--- src/rtl/gpio_irq_pkg.sv ---
`timescale 1ns/1ps
package gpio_irq_pkg;

  localparam int BUS_AW = 8;

  localparam logic [BUS_AW-1:0] A_DIR   = 8'h00;
  localparam logic [BUS_AW-1:0] A_CTRL  = 8'h04;
  localparam logic [BUS_AW-1:0] A_SET   = 8'h08;
  localparam logic [BUS_AW-1:0] A_CLR   = 8'h0C;
  localparam logic [BUS_AW-1:0] A_OUT   = 8'h10;
  localparam logic [BUS_AW-1:0] A_IN    = 8'h14;
  localparam logic [BUS_AW-1:0] A_IEN   = 8'h18;
  localparam logic [BUS_AW-1:0] A_SENSE = 8'h1C;
  localparam logic [BUS_AW-1:0] A_BOTH  = 8'h20;
  localparam logic [BUS_AW-1:0] A_POL   = 8'h24;
  localparam logic [BUS_AW-1:0] A_RAW   = 8'h28;
  localparam logic [BUS_AW-1:0] A_MASK  = 8'h2C;
  localparam logic [BUS_AW-1:0] A_MIS   = 8'h30;
  localparam logic [BUS_AW-1:0] A_ACK   = 8'h34;
  localparam logic [BUS_AW-1:0] A_DBEN  = 8'h38;
  localparam logic [BUS_AW-1:0] A_DBCFG = 8'h3C;

  // Edge qualifies when the level moved and either any edge is wanted
  // or the new level equals the chosen polarity.
  function automatic logic f_edge_hit(input logic prev, input logic cur,
                                      input logic both, input logic pol);
    return (prev != cur) && (both || (cur == pol));
  endfunction

  function automatic logic f_level_hit(input logic cur, input logic pol);
    return cur == pol;
  endfunction

  // Debounce accepts on the clock where the differing level has been
  // seen lim times (lim of 0 counts as 1).
  function automatic logic f_db_done(input logic [15:0] cnt, input logic [15:0] lim);
    return (cnt + 16'd1) >= lim;
  endfunction

endpackage

--- src/rtl/gpio_in_filter.sv ---
`timescale 1ns/1ps
module gpio_in_filter
  import gpio_irq_pkg::*;
#(
  parameter int NPIN = 32,
  parameter int DBW  = 8
) (
  input  logic            clk,
  input  logic            rst_n,
  input  logic [NPIN-1:0] pad_in,
  input  logic [NPIN-1:0] db_en,
  input  logic [DBW-1:0]  db_lim,
  output logic [NPIN-1:0] level
);

  for (genvar g = 0; g < NPIN; g++) begin : g_pin
    logic           s1_q, s2_q, filt_q;
    logic [DBW-1:0] cnt_q;
    logic           done;

    assign done = f_db_done(16'(cnt_q), 16'(db_lim));

    always_ff @(posedge clk or negedge rst_n) begin
      if (!rst_n) begin
        s1_q   <= 1'b0;
        s2_q   <= 1'b0;
        filt_q <= 1'b0;
        cnt_q  <= '0;
      end else begin
        s1_q <= pad_in[g];
        s2_q <= s1_q;
        if (!db_en[g]) begin
          filt_q <= s2_q;
          cnt_q  <= '0;
        end else if (s2_q == filt_q) begin
          cnt_q <= '0;
        end else if (done) begin
          filt_q <= s2_q;
          cnt_q  <= '0;
        end else begin
          cnt_q <= cnt_q + 1'b1;
        end
      end
    end

    assign level[g] = filt_q;
  end

endmodule

--- src/rtl/gpio_irq_detect.sv ---
`timescale 1ns/1ps
module gpio_irq_detect
  import gpio_irq_pkg::*;
#(
  parameter int NPIN = 32
) (
  input  logic            clk,
  input  logic            rst_n,
  input  logic [NPIN-1:0] level,
  input  logic [NPIN-1:0] ien,
  input  logic [NPIN-1:0] sense,
  input  logic [NPIN-1:0] both,
  input  logic [NPIN-1:0] pol,
  input  logic [NPIN-1:0] ack,
  output logic [NPIN-1:0] edge_evt,
  output logic [NPIN-1:0] edge_latched,
  output logic [NPIN-1:0] raw
);

  logic [NPIN-1:0] prev_q;
  logic [NPIN-1:0] lvl_hit;

  for (genvar g = 0; g < NPIN; g++) begin : g_pin
    assign edge_evt[g] = ien[g] & ~sense[g]
                       & f_edge_hit(prev_q[g], level[g], both[g], pol[g]);
    assign lvl_hit[g]  = ien[g] & sense[g] & f_level_hit(level[g], pol[g]);
  end

  always_ff @(posedge clk or negedge rst_n) begin
    if (!rst_n) begin
      prev_q       <= '0;
      edge_latched <= '0;
    end else begin
      prev_q       <= level;
      edge_latched <= (edge_latched & ~ack) | edge_evt;
    end
  end

  assign raw = lvl_hit | (edge_latched & ~sense);

endmodule

--- src/rtl/gpio_regbank.sv ---
`timescale 1ns/1ps
module gpio_regbank
  import gpio_irq_pkg::*;
#(
  parameter int NPIN   = 32,
  parameter int DBW    = 8,
  parameter int DB_RST = 16
) (
  input  logic              clk,
  input  logic              rst_n,
  input  logic              bus_sel,
  input  logic              bus_enable,
  input  logic              bus_write,
  input  logic [BUS_AW-1:0] bus_addr,
  input  logic [NPIN-1:0]   bus_wdata,
  output logic [NPIN-1:0]   bus_rdata,
  input  logic [NPIN-1:0]   in_level,
  input  logic [NPIN-1:0]   raw,
  input  logic [NPIN-1:0]   mis,
  output logic [NPIN-1:0]   dir_q,
  output logic [NPIN-1:0]   dout_q,
  output logic [NPIN-1:0]   ien_q,
  output logic [NPIN-1:0]   sense_q,
  output logic [NPIN-1:0]   both_q,
  output logic [NPIN-1:0]   pol_q,
  output logic [NPIN-1:0]   mask_q,
  output logic [NPIN-1:0]   dben_q,
  output logic [DBW-1:0]    dblim_q,
  output logic [NPIN-1:0]   ack
);

  logic wr_acc;
  assign wr_acc = bus_sel & bus_enable & bus_write;

  always_ff @(posedge clk or negedge rst_n) begin
    if (!rst_n) begin
      dir_q   <= '0;
      dout_q  <= '0;
      ien_q   <= '0;
      sense_q <= '0;
      both_q  <= '0;
      pol_q   <= '0;
      mask_q  <= '0;
      dben_q  <= '0;
      dblim_q <= DBW'(DB_RST);
    end else if (wr_acc) begin
      case (bus_addr)
        A_DIR:   dir_q   <= bus_wdata;
        A_SET:   dout_q  <= dout_q | bus_wdata;
        A_CLR:   dout_q  <= dout_q & ~bus_wdata;
        A_OUT:   dout_q  <= bus_wdata;
        A_IEN:   ien_q   <= bus_wdata;
        A_SENSE: sense_q <= bus_wdata;
        A_BOTH:  both_q  <= bus_wdata;
        A_POL:   pol_q   <= bus_wdata;
        A_MASK:  mask_q  <= bus_wdata;
        A_DBEN:  dben_q  <= bus_wdata;
        A_DBCFG: dblim_q <= bus_wdata[DBW-1:0];
        default: ;
      endcase
    end
  end

  assign ack = (wr_acc && bus_addr == A_ACK) ? bus_wdata : '0;

  always_comb begin
    case (bus_addr)
      A_DIR:   bus_rdata = dir_q;
      A_OUT:   bus_rdata = dout_q;
      A_IN:    bus_rdata = in_level;
      A_IEN:   bus_rdata = ien_q;
      A_SENSE: bus_rdata = sense_q;
      A_BOTH:  bus_rdata = both_q;
      A_POL:   bus_rdata = pol_q;
      A_RAW:   bus_rdata = raw;
      A_MASK:  bus_rdata = mask_q;
      A_MIS:   bus_rdata = mis;
      A_DBEN:  bus_rdata = dben_q;
      A_DBCFG: bus_rdata = {{(NPIN-DBW){1'b0}}, dblim_q};
      default: bus_rdata = '0;
    endcase
  end

endmodule

--- src/rtl/gpio_irq_ctrl.sv ---
`timescale 1ns/1ps
module gpio_irq_ctrl
  import gpio_irq_pkg::*;
#(
  parameter int NPIN   = 32,
  parameter int DBW    = 8,
  parameter int DB_RST = 16
) (
  input  logic              clk,
  input  logic              rst_n,
  input  logic              bus_sel,
  input  logic              bus_enable,
  input  logic              bus_write,
  input  logic [BUS_AW-1:0] bus_addr,
  input  logic [NPIN-1:0]   bus_wdata,
  output logic [NPIN-1:0]   bus_rdata,
  input  logic [NPIN-1:0]   pad_in,
  output logic [NPIN-1:0]   pad_out,
  output logic [NPIN-1:0]   pad_oe,
  output logic              irq
);

  logic [NPIN-1:0] dir_q, dout_q, ien_q, sense_q, both_q, pol_q, mask_q, dben_q;
  logic [DBW-1:0]  dblim_q;
  logic [NPIN-1:0] ack, in_level, edge_evt, edge_latched, raw, mis;

  gpio_regbank #(.NPIN(NPIN), .DBW(DBW), .DB_RST(DB_RST)) u_regs (
    .clk(clk), .rst_n(rst_n),
    .bus_sel(bus_sel), .bus_enable(bus_enable), .bus_write(bus_write),
    .bus_addr(bus_addr), .bus_wdata(bus_wdata), .bus_rdata(bus_rdata),
    .in_level(in_level), .raw(raw), .mis(mis),
    .dir_q(dir_q), .dout_q(dout_q), .ien_q(ien_q), .sense_q(sense_q),
    .both_q(both_q), .pol_q(pol_q), .mask_q(mask_q), .dben_q(dben_q),
    .dblim_q(dblim_q), .ack(ack)
  );

  gpio_in_filter #(.NPIN(NPIN), .DBW(DBW)) u_filt (
    .clk(clk), .rst_n(rst_n), .pad_in(pad_in),
    .db_en(dben_q), .db_lim(dblim_q), .level(in_level)
  );

  gpio_irq_detect #(.NPIN(NPIN)) u_det (
    .clk(clk), .rst_n(rst_n), .level(in_level),
    .ien(ien_q), .sense(sense_q), .both(both_q), .pol(pol_q), .ack(ack),
    .edge_evt(edge_evt), .edge_latched(edge_latched), .raw(raw)
  );

  assign mis     = raw & ~mask_q;
  assign irq     = |mis;
  assign pad_out = dout_q;
  assign pad_oe  = dir_q;

endmodule

--- config.mk ---
export PLATFORM = sky130hd
export DESIGN_NAME = gpio_irq_ctrl
export DESIGN_NICKNAME = d
export VERILOG_FILES = /design/src/rtl/gpio_irq_pkg.sv /design/src/rtl/gpio_in_filter.sv /design/src/rtl/gpio_irq_detect.sv /design/src/rtl/gpio_regbank.sv /design/src/rtl/gpio_irq_ctrl.sv
export SDC_FILE = /design/constraint.sdc
export NUM_CORES = 1
export LEC_CHECK = 0
export BUFFER_PORTS_ARGS = -buffer_cell sky130_fd_sc_hd__buf_4
export CORE_ASPECT_RATIO = 0.75
export CORE_MARGIN = 10
export CORE_UTILIZATION = 35
export CTS_CLUSTER_DIAMETER = 200
export CTS_CLUSTER_SIZE = 8
export DETAILED_ROUTE_END_ITERATION = 7
export GPL_TIMING_DRIVEN = 0
export RECOVER_POWER = 50
export SLEW_MARGIN = 20
export SYNTH_ARGS = -nofsm -noshare
export SYNTH_HDL_FRONTEND = slang
export SYNTH_SLANG_ARGS = --single-unit
--- constraint.sdc ---
create_clock -name clk -period 3.1 [get_ports clk]
set_input_delay 0.62 -clock clk [delete_from_list [all_inputs] [get_ports clk]]
set_output_delay 0.62 -clock clk [all_outputs]
set_load 0.01 [all_outputs]
Word-level counts from Yosys, hierarchy flattened
Index checks and enable logic that the tools add are counted.

word-level totals
  flip-flop bits (word level) = 680
  input port bits = 77
  word-level logic and storage cells = 886

operators by class
  eq/ne operators = 174
  mux-type cells = 195
  $lt $le $gt $ge = 32
  add/sub/neg operators = 64
  bitwise logic cells = 173
  reduce and logical (&&, ||, !) cells = 109

operator list
  kind                                                   number
  2-to-1 mux 8 bit                                       96
  greater-or-equal comparator 16 x 8 -> 1 bit            32
  case mux 32 bit (12 select lines)                      1
  adder 8 x 1 -> 9 bit, second input constant            32
  adder 8 x 1 -> 8 bit, second input constant            32
  AND 1 bit                                              130
  AND 32 bit                                             4
  NOT 32 bit                                             4
  2-to-1 mux 1 bit                                       96
  bitwise OR 32 bit                                      3
  case mux 32 bit (3 select lines)                       1
  AND reduction 2 bit                                    41
  == test 1 bit                                          64
  == test 8 x 6 -> 1 bit, second input constant          8
  inequality test 2 x 1 -> 1 bit, second input constant  32
  inequality test 2 bit, second input constant           32
  logical AND 1 bit                                      33
  == test 8 x 5 -> 1 bit, second input constant          4
  logical OR 1 bit                                       32
  2-to-1 mux 32 bit                                      1
  inequality test 1 bit                                  32
  NOT 1 bit                                              32
  OR reduction 32 bit                                    1
  == test 8 x 4 -> 1 bit, second input constant          2
  other kinds (2)                                        2

Logic depth before layout (Yosys ltp)
Gate-level depths: netlist of the first run.

  depth in word-level cells = 7
  gate-level depth with buffers = 10
  depth with buffers taken out = 10

By module
From an unflattened synthesis of the first run, not the netlist that was laid out.

unflattened totals
  cell total of the unflattened synthesis = 3448
  area total of the unflattened synthesis = 38725.9 um2

modules (own cells, without submodules)
  module           cells an instance  area an instance (um2)  instances
  gpio_in_filter   1892               20463.4                 1
  gpio_regbank     1097               13859.5                 1
  gpio_irq_detect  416                4011.3                  1
  gpio_irq_ctrl    43                 391.6                   1

Least setup slack after synthesis of the first run
Ideal clock, no wire load.

  kind = input to output
  start = input port bus_addr[5]
  end = output port bus_rdata[7]
  setup slack = 292 ps
  cell stages on the path = 8
  arrival = 2188 ps
  data required time = 2480 ps
  cell sequence = buf_2 nor4bb_1 buf_2 and2_0 clkbuf_1 a22o_1 a221o_1 or4_1

between the ends
  longest elaborated chain between the ends = 2
  elaborated cells between the ends (all ways) = 13
  those cells by class = eq/ne (11); mux (1); reduce/logical (1)

ends and longest elaborated chain
  item                                                  RTL line             source
  start: declaration                                    gpio_irq_ctrl.sv:14  input logic [BUS_AW-1:0] bus_addr,
  == test 8 x 6 -> 1 bit, or another cell as far along  gpio_regbank.sv:67   case (bus_addr)
  case mux 32 bit (12 select lines) (*)                 gpio_regbank.sv:67
  end: declaration                                      gpio_irq_ctrl.sv:16  output logic [NPIN-1:0] bus_rdata,

Every way passes the cells marked *; elsewhere a longest branch is shown, timed or not.

Worst setup path after layout of the first run
  start = input port bus_addr[2]
  end = output port bus_rdata[8]

The elaborated chain is that of the path after synthesis.

==> results of run 1 <==
## final cells by class
type	count	area [sq um]
inverter	55	224.0
timing repair buffer	270	2247
clock inverter	4	35.03
clock buffer	107	2465
fill	9786	59410
buffer	115	1001
sequential	680	17040
tap	1404	1757
multi-input combinational	2467	19560
antenna	5	12.51
## kinds of logic (layout without fill, tap and decap cells)
logic type      count (synthesis)  count (layout)
flops                         680             680
buf+inv                       177             551
other cells                     0               5
compound gates                635             635
fa+ha+maj                     288             288
xor+xnor                      315             315
mux                           255             255
simple gates                  974             974
## per-layer routing
layer,vias up,wire (microns)
li1,12772,-
met1,14147,55390
met2,1287,50860
met3,303,14030
met4,16,5409
met5,-,99
## worst max-delay path by stage
stage | from | endpoint | slack, ps
after floorplan | bus_addr[5] | bus_rdata[7] | 290
after global placement | rst_n | u_filt.g_pin[12].s1_q$_DFF_PN0_ | -6590
after detailed placement | bus_addr[6] | bus_rdata[27] | -1290
after CTS | u_filt.g_pin[20].filt_q$_DFFE_PN0P_ | irq | -310
after global routing | u_filt.g_pin[26].filt_q$_DFFE_PN0P_ | irq | -430
final | bus_addr[2] | bus_rdata[8] | -490
## worst reg2reg max path: cells and delay by family, from the launching register on
kind,cells,cell delay (ps)
DFF,1,590
AOI/OAI and AO/OA,3,870
and+or+nand+nor,2,210
adders and majority gates,1,360
buffers and inverters,1,240
## power by group through the flow
stage | Combinational, mW | Sequential, mW | Clock [mW]
after detailed placement | 1.12 | 9.44 | 0
final | 1.27 | 9.30 | 9.34
after global routing | 1.38 | 9.32 | 9.86
after CTS | 1.24 | 9.29 | 9.51
after floorplan | 0.529 | 9.37 | 0
after global placement | 1.06 | 9.44 | 0
## cells in the final DEF, fill, tap and decap left out, drive strengths merged, types with 19 or more instances in the layout
| master | synthesis | final |
|---|---|---|
| a211oi | 34 | 34 |
| a21o | 59 | 59 |
| a21oi | 31 | 31 |
| a222oi | 37 | 37 |
| a22o | 46 | 46 |
| a22oi | 43 | 43 |
| a31oi | 83 | 83 |
| and3 | 71 | 71 |
| buf | 82 | 234 |
| clkbuf | 40 | 256 |
| dfrtp | 679 | 679 |
| ha | 288 | 288 |
| inv | 55 | 59 |
| mux2 | 249 | 249 |
| nand2 | 220 | 220 |
| nand2b | 35 | 35 |
| nand3 | 121 | 121 |
| nand3b | 32 | 32 |
| nor2 | 169 | 169 |
| nor2b | 220 | 220 |
| nor3 | 19 | 19 |
| nor4b | 31 | 31 |
| o211ai | 71 | 71 |
| o21a | 33 | 33 |
| o21ai | 135 | 135 |
| xnor2 | 145 | 145 |
| xor2 | 170 | 170 |
## per-stage QoR
stage,TNS (ps),instance area (sq um)
after floorplan,0,36790
after CTS,-442.1,43920
after global routing,-39480,44330
after detailed placement,-54740,39940
after global placement,-4649220,39630
final,-13670,44340
## repair_timing
| item | in CTS | in global routing |
|---|---|---|
| setup buffers | 58 | 50 |
| gates resized for setup | 259 | 106 |
| cloned | 2 | 4 |
| pin swaps | 51 | 60 |
| hold buffers | 1 | 0 |
| setup endpoints to repair | 33 | 28 |
| endpoints found under the hold margin | 73 | 0 |
==> results.cfg, run 1 <==
[clocking]
numCtsBuffers = 94
cts_sinks = 680
cts.htree.levels = 3
cts_tree = done
clk_pin_slew_ps = 50
clock_latency_ps = 680
root_buffer = clkbuf_16
cts_max_path_buffers = 3

[sta]
hold_viol = 0
setup_slack_ps = -486.7
slew_headroom = -0.006155
min_period_ps = 3587
period_share = 1.157
final_max_slew_viol_count = 1
worst_pin_slew_ps = 1498
hold_slack_ps = 66.95
rsz0062_at_grt = yes
finalClockSkew_ps = 30.64
setup_viol = 100
clock.fmax_ghz = 0.2788

[routing]
firstDrtPassIters = 5
first_iter_violations = 3064
ant_nets = 0
drc_errors = 0
drt-wirelength-per-cell_microns = 24.63
routed_via_density = 5.585
num_vias = 28525
wl_microns = 125800

[power]
powerDensity_mw_per_mm2 = 449.2
power_frac_comb = 0.064
switchingPower_mw = 4.851
ir_drop_uv = 368.8
swShare = 0.2435
clock_power_share = 0.469
seq_power_share = 0.467
power_mw = 19.92
p_int_mw = 15.07
leakage_nw = 21.55

[synth]
synthMuxAreaShare = 0.07784
synth_edf_count = 0
yosysTopAreaCellShare = 0.4618
ys_types = 73
synth_compound_area_frac = 0.1208
ys_ff_latch = 680
yosys_warnings = 0
synth_nets = 3689
syn_area_per_cell_sq_um = 11.07
ys_seq_area_frac = 0.4625
yosys-top-cells-area = dfrtp_1, ha_1, mux2_2
synth_area_sq_mm = 0.03679
synthArstFlopShare = 1.000
synthAdderAreaFrac = 0.09794
synth_top_area_cell = dfrtp_1
synthFlopType = dfrtp_1
synth_top_family_by_area = simple AND/OR/NAND/NOR gates
syn_inst = 3324
synthXorXnorAreaFrac = 0.07498
synth_common_cells = dfrtp_1, ha_1, mux2_2
yosysMostFrequentCell = dfrtp_1
synth-simple-area-share = 0.1431

[critical_path]
critPathKind = in -> out
crit_family = simple AND/OR/NAND/NOR gates
rrSetupSlack_ps = 650
arrival_ps = 2970
worst-path-buf-inv = 3
worstRegToRegCells = 7
crit_path_top_delay_cell = nor3b_1
timing.rr.start = u_regs.dblim_q[0]$_DFFE_PN0P_
worstSetupStartpointType = input port
cp.depth = 8
slowest_delay_ps = 580
path_cells = buf_6 -> buf_8 -> nor3b_1 -> nand2_1 -> nor2_1 -> a222oi_1 -> nand3_2 -> buf_6
r2r-end = u_filt.g_pin[23].cnt_q[7]$_DFF_PN0_
critPathMostFrequentCell = buf_6
worstPathRequired_ps = 2480
worst-path-max-fanout = 8
endpoint_kind = output pin

[floorplanning]
core_area_sq_mm = 0.1038
start_util = 0.3546
die_area_sq_mm = 0.1186
rows = 102
io-pin-count = 174
die-height_microns = 300.8
die-width_microns = 394.4

[grt]
grt_antenna_before_repair = 13
grt.busiest_layer = met2
grt_use_met2 = 0.2881
grt_pass1_vias = 27670
grt_max_degree = 96
grt_pass1_wl_microns = 184600
overflow = 0
use_met3 = 0.07092
grt_usage = 0.2059
gr-usage-met1 = 0.2866

[placed_design]
post-place-ws_ps = -1292
dp_cells = 4883
dp_hpwl_microns = 85240
place_congestion = 0.9597
io_buffers = 144

[final_layout]
fin_cells = 5107
regMostFlops = u_filt.g_pin.cnt_q
drive_above_1_share = 0.2031
fin_util = 0.4274
area_delta_synth_final_pct = 20.52
largest_reg_flops = 256
nNetsFinal = 4048

[run_status]
violations = capacitance limit, slew limit, setup timing
outcome = finished with violations

[min_path]
hold_depth = 1
hold_end = u_filt.g_pin[20].s1_q$_DFF_PN0_
holdCritStartpoint = pad_in[20]
min_path_type = in -> reg

[flow_run]
maxCapViolations = 1
(Power assumes the default switching activity.)
==> run 2: changes to the inputs <==
--- a/config.mk
+++ b/config.mk
@@ -5,6 +5,7 @@
 export SDC_FILE = /design/constraint.sdc
 export NUM_CORES = 1
 export LEC_CHECK = 0
+export ABC_AREA = 1
 export BUFFER_PORTS_ARGS = -buffer_cell sky130_fd_sc_hd__buf_4
 export CORE_ASPECT_RATIO = 0.75
 export CORE_MARGIN = 10
==> results.cfg, run 2 <==
[critical_path]
endpoint_kind = output pin
worst-path-max-fanout = 10
crit_family = simple AND/OR/NAND/NOR gates
worstPathRequired_ps = 2480
crit_path_top_delay_cell = nor2_4
rrSetupSlack_ps = 400
critPathMostFrequentCell = buf_4
slowest_delay_ps = 290
r2r-end = u_filt.g_pin[25].cnt_q[6]$_DFF_PN0_
arrival_ps = 2500
critPathKind = in -> out
timing.rr.start = u_filt.g_pin[25].cnt_q[0]$_DFF_PN0_
worst-path-buf-inv = 4
worstRegToRegCells = 12
worstSetupStartpointType = input port
path_cells = buf_4 -> nor2_4 -> nand3_4 -> nor2_4 -> buf_4 -> buf_4 -> nand2_1 -> nand2_1 -> nor2_1 -> nand3_2 -> buf_4

[synth]
ys_ff_latch = 680
yosys-top-cells-area = dfrtp_1, nand2_1, ha_1
yosysTopAreaCellShare = 0.4435
syn_inst = 4831
synth_area_sq_mm = 0.03831
yosysMostFrequentCell = nand2_1
synth_top_area_cell = dfrtp_1
syn_area_per_cell_sq_um = 7.930
synth_common_cells = nand2_1, dfrtp_1, inv_1
synth_edf_count = 0
ys_types = 43
ys_seq_area_frac = 0.4442
yosys_warnings = 0
synthFlopType = dfrtp_1
synthArstFlopShare = 1.000
synth_nets = 5196

[grt]
grt_pass1_vias = 32027
overflow = 0
grt_pass1_wl_microns = 196700
grt_max_degree = 94
grt_usage = 0.2068
grt_antenna_before_repair = 12

[clocking]
clk_pin_slew_ps = 50
cts_max_path_buffers = 3
clock_latency_ps = 690
cts_sinks = 680
numCtsBuffers = 94
cts_tree = done
cts.htree.levels = 3
root_buffer = clkbuf_16

[min_path]
hold_depth = 1
hold_end = u_filt.g_pin[24].s1_q$_DFF_PN0_
min_path_type = in -> reg
holdCritStartpoint = pad_in[24]

[final_layout]
largest_reg_flops = 256
area_delta_synth_final_pct = 17.22
regMostFlops = u_filt.g_pin.cnt_q
fin_cells = 6603
drive_above_1_share = 0.09195
layout_commonest_cell = nand2_1
final_cell_mix = nand2_1, dfrtp_1, inv_1, nor2_1, o21ai_0
nNetsFinal = 5507

[floorplanning]
die-height_microns = 306.5
io-pin-count = 174
die-width_microns = 402.0
core_area_sq_mm = 0.1090
die_area_sq_mm = 0.1232
start_util = 0.3513
rows = 105

[sta]
worst_pin_slew_ps = 1325
min_period_ps = 3121
setup_slack_ps = -21.45
clock.fmax_ghz = 0.3204
finalClockSkew_ps = 23.15
final_max_slew_viol_count = 0
setup_viol = 1
slew_headroom = 0.1167
hold_viol = 0
period_share = 1.007

[placed_design]
io_buffers = 173
dp_hpwl_microns = 92760
dp_cells = 6464
place_congestion = 0.9476

[power]
powerDensity_mw_per_mm2 = 439.4
leakage_nw = 22.51
power_mw = 19.73
ir_drop_uv = 426.1

[routing]
ant_nets = 0
drc_errors = 0
routed_via_density = 5.145
first_iter_violations = 3585
drt-wirelength-per-cell_microns = 19.74
num_vias = 33973
wl_microns = 130300
firstDrtPassIters = 5

[run_status]
violations = setup timing
outcome = finished with violations

[flow_run]
maxCapViolations = 0
[run 2: cell count changes after synthesis, sizes merged, moves of 67 or more]
cell    delta
nor3     +173
mux2     -249
inv      +498
o21ai    +285
nor2     +278
a31oi     -83
nand3     +85
o211ai    -67
nand2   +1192
a21oi     +71
nor2b    -220
[run 2: through the flow]
step | setup WS (ps) | setup TNS, ps | util | instance area (sq um) | hold slack (ps)
after detailed placement | -820.7 | -20150 | 0.3839 | 41860 | 334.7
final | -21.45 | -21.45 | 0.4119 | 44910 | 55.92
after global routing | -36.76 | -83.55 | 0.4118 | 44900 | 41.81
after CTS | -99.39 | -580.4 | 0.4087 | 44560 | 0.1379
after floorplan | 812.9 | 0 | - | 38310 | 324.4
after global placement | -6635 | -4617280 | 0.3798 | 41420 | 333.0
[run 2: logic make-up after synthesis]
logic type / Yosys count / share of synthesized area
XOR/XNOR: 206 / 0.04709
buffers and inverters: 656 / 0.06761
adder cells (fa/ha/maj): 288 / 0.09406
AO/OA/AOI/OAI: 622 / 0.08812
AND/OR/NAND/NOR: 2379 / 0.2589
flip-flops: 680 / 0.4442
[run 2: what timing repair did]
item / 4_1_cts / 5_1_grt
gates cloned: 0 / 1
setup buffers: 8 / 19
setup endpoints to repair: 33 / 30
hold buffers: 2 / 0
gates resized for setup: 54 / 73
hold endpoints to repair: 48 / 0
pin swaps: 4 / 15
[run 2: how the worst max path moves through the flow]
stage,from,endpoint,slack [ps],cells past startpoint
5_1_grt,bus_addr[0],bus_rdata[2],-40,11
3_5_place_dp,bus_addr[1],bus_rdata[12],-820,10
3_3_place_gp,rst_n,u_filt.g_pin[18].cnt_q[4]$_DFF_PN0_,-6640,1
2_1_floorplan,bus_addr[1],bus_rdata[0],810,9
4_1_cts,bus_addr[1],bus_rdata[12],-100,10
6_report,bus_addr[0],bus_rdata[29],-20,11
[run 2: final cells by class]
| cell class | count | area, sq um |
|---|---|---|
| antenna | 4 | 10.01 |
| buffer | 90 | 608.1 |
| clock buffer | 105 | 2436 |
| clock inverter | 4 | 42.54 |
| fill | 11029 | 64130 |
| inverter | 562 | 2141 |
| multi-input combinational | 3495 | 18850 |
| sequential | 680 | 17040 |
| tap | 1444 | 1807 |
| timing repair buffer | 219 | 1974 |
[run 2: metal layers]
metal	global-route usage	vias to the layer above	share of wire
met5	0	-	0.00061
met4	0.06431	12	0.029
met3	0.05606	259	0.11
met2	0.3030	1336	0.42
met1	0.2944	16154	0.44
li1	-	16212	-
[run 2: where the power goes]
part,total [mW],leakage [nW],internal [mW],switching [mW]
combinational,1.15,12.3,0.348,0.806
clock,9.36,1.21,5.44,3.92
sequential,9.22,9.01,9.05,0.170
